<file path="src/rtl/serial_rx_brk.sv">
module serial_rx_brk (
  input  logic       clk,
  input  logic       rst_n,
  input  logic       tick16,
  input  logic       rxd,
  input  logic       rx_en,
  input  logic       multidrop,
  input  logic [1:0] nbits,
  input  logic [1:0] par_mode,
  output logic       char_vld,
  output logic [7:0] char_data,
  output logic       err_par,
  output logic       err_frm,
  output logic       brk_flag,
  output logic       brk_chg
);
  typedef enum logic [2:0] {S_IDLE, S_START, S_DATA, S_PAR, S_STOP, S_FRST, S_BRK} st_t;

  st_t        st;
  logic [2:0] sync;
  logic [3:0] cnt;
  logic [2:0] idx;
  logic [7:0] dat;
  logic       pb;
  logic       hi1;

  wire       rxs      = sync[1];
  wire       fall     = sync[2] & ~sync[1];
  wire       active   = rx_en | multidrop;
  wire       has_pb   = multidrop | (par_mode == 2'd1) | (par_mode == 2'd2);
  wire [2:0] last_idx = {1'b0, nbits} + 3'd4;
  wire       mid      = tick16 && cnt == 4'd15;
  wire       half     = tick16 && cnt == 4'd7;
  wire       exp_par  = (^dat) ^ (par_mode == 2'd2);
  wire       deliver  = rx_en | ~multidrop | pb;
  wire       perr     = multidrop ? pb : (has_pb && pb != exp_par);

  always_ff @(posedge clk or negedge rst_n) begin
    if (!rst_n) begin
      st        <= S_IDLE;
      sync      <= 3'b111;
      cnt       <= '0;
      idx       <= '0;
      dat       <= '0;
      pb        <= 1'b0;
      hi1       <= 1'b0;
      char_vld  <= 1'b0;
      char_data <= '0;
      err_par   <= 1'b0;
      err_frm   <= 1'b0;
      brk_flag  <= 1'b0;
      brk_chg   <= 1'b0;
    end else begin
      sync     <= {sync[1:0], rxd};
      char_vld <= 1'b0;
      brk_chg  <= 1'b0;
      if (tick16) cnt <= cnt + 4'd1;
      if (!active) begin
        st <= S_IDLE;
      end else begin
        case (st)
          S_IDLE: if (fall) begin
            st  <= S_START;
            cnt <= '0;
          end
          S_START: if (half) begin
            cnt <= '0;
            if (rxs) st <= S_IDLE;
            else begin
              st  <= S_DATA;
              idx <= '0;
              dat <= '0;
              pb  <= 1'b0;
            end
          end
          S_DATA: if (mid) begin
            dat[idx] <= rxs;
            idx      <= idx + 3'd1;
            if (idx == last_idx) st <= has_pb ? S_PAR : S_STOP;
          end
          S_PAR: if (mid) begin
            pb <= rxs;
            st <= S_STOP;
          end
          S_STOP: if (mid) begin
            cnt <= '0;
            if (!rxs && dat == 8'd0 && !pb) begin
              char_vld  <= 1'b1;
              char_data <= '0;
              err_par   <= 1'b0;
              err_frm   <= 1'b0;
              brk_flag  <= 1'b1;
              brk_chg   <= 1'b1;
              hi1       <= 1'b0;
              st        <= S_BRK;
            end else begin
              if (deliver) begin
                char_vld  <= 1'b1;
                char_data <= dat;
                err_par   <= perr;
                err_frm   <= ~rxs;
                brk_flag  <= 1'b0;
              end
              st <= rxs ? S_IDLE : S_FRST;
            end
          end
          S_FRST: if (half) begin
            cnt <= '0;
            st  <= rxs ? S_IDLE : S_START;
          end
          S_BRK: begin
            hi1 <= rxs;
            if (rxs && hi1) begin
              brk_chg <= 1'b1;
              st      <= S_IDLE;
            end
          end
          default: st <= S_IDLE;
        endcase
      end
    end
  end
endmodule

</file>
<file path="config.mk">
export PLATFORM = sky130hd
export DESIGN_NAME = serial_rx_brk
export DESIGN_NICKNAME = d
export VERILOG_FILES = /design/src/rtl/serial_rx_brk.sv
export SDC_FILE = /design/constraint.sdc
export NUM_CORES = 1
export LEC_CHECK = 0
export BUFFER_PORTS_ARGS = -buffer_cell sky130_fd_sc_hd__buf_4
export CORE_MARGIN = 1.5
export CORE_UTILIZATION = 35
export CTS_BUF_LIST = sky130_fd_sc_hd__clkbuf_4
export CTS_CLUSTER_SIZE = 30
export DETAILED_ROUTE_END_ITERATION = 10
export REMOVE_ABC_BUFFERS = 1
export SETUP_SLACK_MARGIN = 0.1
export SYNTH_ARGS = -nofsm -noshare
export SYNTH_HDL_FRONTEND = slang
export SYNTH_SLANG_ARGS = --single-unit
</file>
<file path="constraint.sdc">
create_clock -name clk -period 4.4 [get_ports clk]
set_input_delay 0 -clock clk [delete_from_list [all_inputs] [get_ports clk]]
set_output_delay 0 -clock clk [all_outputs]
set_load 0.02 [all_outputs]
</file>
==> results.yml <==
timing:
  max_clock_freq_ghz: 0.452
  setup_violations: 0
  timing.final.hold_violations: 0
  max_slew.worst_pin.slew_ps: 853
  period_needed_ps: 2210
  fin_tns_setup_ps: 0
  fin_worst_skew_ps: 9.04
  worst_slack_ps: 2190
  fin_crit_sh: 0.503
  rsz0062_at_grt: "no"
  max_slew_margin: 0.429
  slew_viol_final: 0
power:
  p_leak_nw: 1.06
  irDropWorstVdd_mv: 0.295
  powerDensity_nw_per_um2: 472
cells_and_area:
  multi_input_area_um2: 1030
  fin_nets: 250
  insertedDiodeCount: 0
  drive_gt1_frac: 0.191
  syn_to_final_growth_pct: 16.5
  layout_commonest_cell: "dfrtp_1"
  fill_cells: 558
  final_cell_mix: "dfrtp_1, buf_4, o21ai_0"
  regArea_um2: 905
yosys:
  seq_area_frac_synth: 0.436
  synth_mux_area_frac: 0.0193
  synth_top_family_by_area: "compound AO/OA/AOI/OAI gates"
  synth_edf_count: 0
  synthFlopType: "dfrtp_1"
  synth_fa_ha_area_frac: 0.0361
  netlist_area_um2: 2080
  ys_ff_latch: 36
  yosys.area_share.simple: 0.182
  yosysWarningCount: 0
  netlist_instances: 213
  synth_xor_area_frac: 0.0446
  synth_cell_type_count: 55
  synth_compound_area_frac: 0.214
  synth-async-reset-ratio: 1.00
  synth.avg_cell_area_um2: 9.75
drt:
  drtPass1Iterations: 4
  wl_per_cell_um: 14.4
  vias: 1620
  drc: 0
  routed_wl_um: 4440
  via_per_inst: 5.28
  drt_iter0_markers: 92
  postRouteAntennaNets: 0
placed_design:
  dpl_worst_slack_ps: 2310
  globalplace.congestion: 0.844
  dp_hpwl_um: 3070
  io_buffers: 22
global_routing:
  grt_pass1_wl_um: 7510
  grt.overflow.total: 0
  grt_max_degree: 37
  grt_usage: 0.151
  grt_pass1_vias: 1543
  antenna_found_initial: 0
cts:
  clock-sinks: 36
  clock-root-buffer: "clkbuf_4"
  cts_tree: "yes"
  h-tree-depth: 2
  cts_resized: 0
  cts_max_path_buffers: 2
  path_clk_slew_ps: 120
  ctsHoldBuffers: 3
  numCtsBuffers: 5
  post-cts-setup-buffers: 0
  clock_latency_ps: 350
worst_setup_path:
  slowest_delay_ps: 810
  rr_worst_depth: 4
  r2r_end: "dat[0]"
  reg2reg_slack_ps: 2190
  crit_family: "simple AND/OR/NAND/NOR gates"
  endpoint_kind: "register"
  crit_slowest_cell: "dfrtp_1"
  rr_startpoint: "st[1]"
  cp.buffers_inverters: 0
  path_max_fanout: 20
  cp_cell_sequence: "nand2b_1 -> nor2_1 -> nand4b_1 -> o32ai_1"
  path_class: "register to register"
  startpoint_type: "register"
  worstPathArrival_ps: 2450
  required_ps: 4640
run_status:
  status: "completed"
floorplan:
  dieArea_um2: 6410
  die_h_um: 80.0
  ios: 23
  core_um2: 5610
  initial_core_util: 0.370
  rows: 27
  die_w_um: 80.0
hold_path:
  hp-class: "input port to register"
  whs_path_depth: 4
  whs_endpoint: "brk_flag"
  hold_path.startpoint: "rx_en"
flow_run:
  max_cap_violations: 0
-- cells in the mapped netlist, drive strengths merged, types with 2 or more instances --
| master | n | area share |
|---|---|---|
| a2111oi | 2 | 0.011 |
| a211oi | 3 | 0.013 |
| a21oi | 6 | 0.016 |
| a22o | 10 | 0.042 |
| a31oi | 7 | 0.021 |
| buf | 10 | 0.034 |
| clkbuf | 2 | 0.0036 |
| dfrtp | 33 | 0.40 |
| dfstp | 3 | 0.038 |
| ha | 6 | 0.036 |
| inv | 17 | 0.031 |
| mux2i | 4 | 0.019 |
| nand2 | 16 | 0.029 |
| nand2b | 3 | 0.0090 |
| nand3 | 5 | 0.012 |
| nand4 | 4 | 0.015 |
| nand4b | 2 | 0.0084 |
| nor2 | 17 | 0.032 |
| nor2b | 3 | 0.0090 |
| nor3 | 4 | 0.0096 |
| nor3b | 2 | 0.0096 |
| nor4 | 2 | 0.020 |
| o21a | 3 | 0.011 |
| o21ai | 20 | 0.048 |
| o31ai | 2 | 0.0072 |
| xnor2 | 6 | 0.025 |
| xor2 | 2 | 0.0084 |
-- through the flow --
stage / cells / hold slack (ps) / power (W) / utilization / cell area [um^2]
2_1_floorplan: 201 / -296 / 0.000694 / - / 2000
3_3_place_gp: 296 / -4.97 / 0.000781 / 0.403 / 2260
3_5_place_dp: 296 / -3.71 / 0.000782 / 0.403 / 2260
4_1_cts: 307 / 21.4 / 0.00115 / 0.432 / 2420
5_1_grt: 307 / 56.4 / 0.00121 / 0.432 / 2420
6_report: 307 / 30.6 / 0.00114 / 0.432 / 2420
-- layout make-up --
cell class | instances | area share
clock buffer | 5 | 0.0155
clock inverter | 3 | 0.0372
inverter | 17 | 0.0264
multi-input combinational | 148 | 0.426
sequential | 36 | 0.374
tap | 72 | 0.0372
timing repair buffer | 26 | 0.0838
-- logic make-up after synthesis --
group	after synthesis
and+or+nand+nor	65
DFF	36
buffers and inverters	29
AOI/OAI and AO/OA	64
adders and majority gates	6
xor gates and xnor gates	9
muxes	4
-- flip-flops by register name, summed over array words and instances (netlist names), 3 cells and up --
name       flops
sync           3
dat            8
idx            3
st             3
cnt            4
char_data      8
-- layer usage --
layer | global-route usage | routed length (um)
met4 | 0.0466 | 45
met5 | 0 | 0
met3 | 0.0343 | 154
met1 | 0.217 | 2300
met2 | 0.224 | 1940
-- tightest hold or removal path: cells and delay by family --
family,cells,cell delay [ps]
AND/OR/NAND/NOR,1,50
AO/OA/AOI/OAI,2,190
buffers and inverters,1,110
-- where the power goes --
| group | internal (W) | switching [W] | total (W) |
|---|---|---|---|
| Combinational | 0.000148 | 0.000176 | 0.000324 |
| Clock | 0.000234 | 0.000123 | 0.000357 |
| Sequential | 0.000373 | 0.0000865 | 0.000460 |
| Total | 0.000755 | 0.000386 | 0.00114 |
-- worst max-delay path by stage --
stage | slack [ps] | cells after the start | startpoint | endpoint
finish | 2190 | 4 | st[1] | dat[0]
global route | 2060 | 5 | st[1] | idx[2]
detailed placement | 2310 | 4 | st[1] | dat[0]
floorplan | 2580 | 6 | dat[6] | char_data[0]
CTS | 2240 | 4 | st[1] | dat[0]
global placement | 2320 | 5 | st[1] | idx[2]
Note: power is estimated with default switching activity, not from simulation.
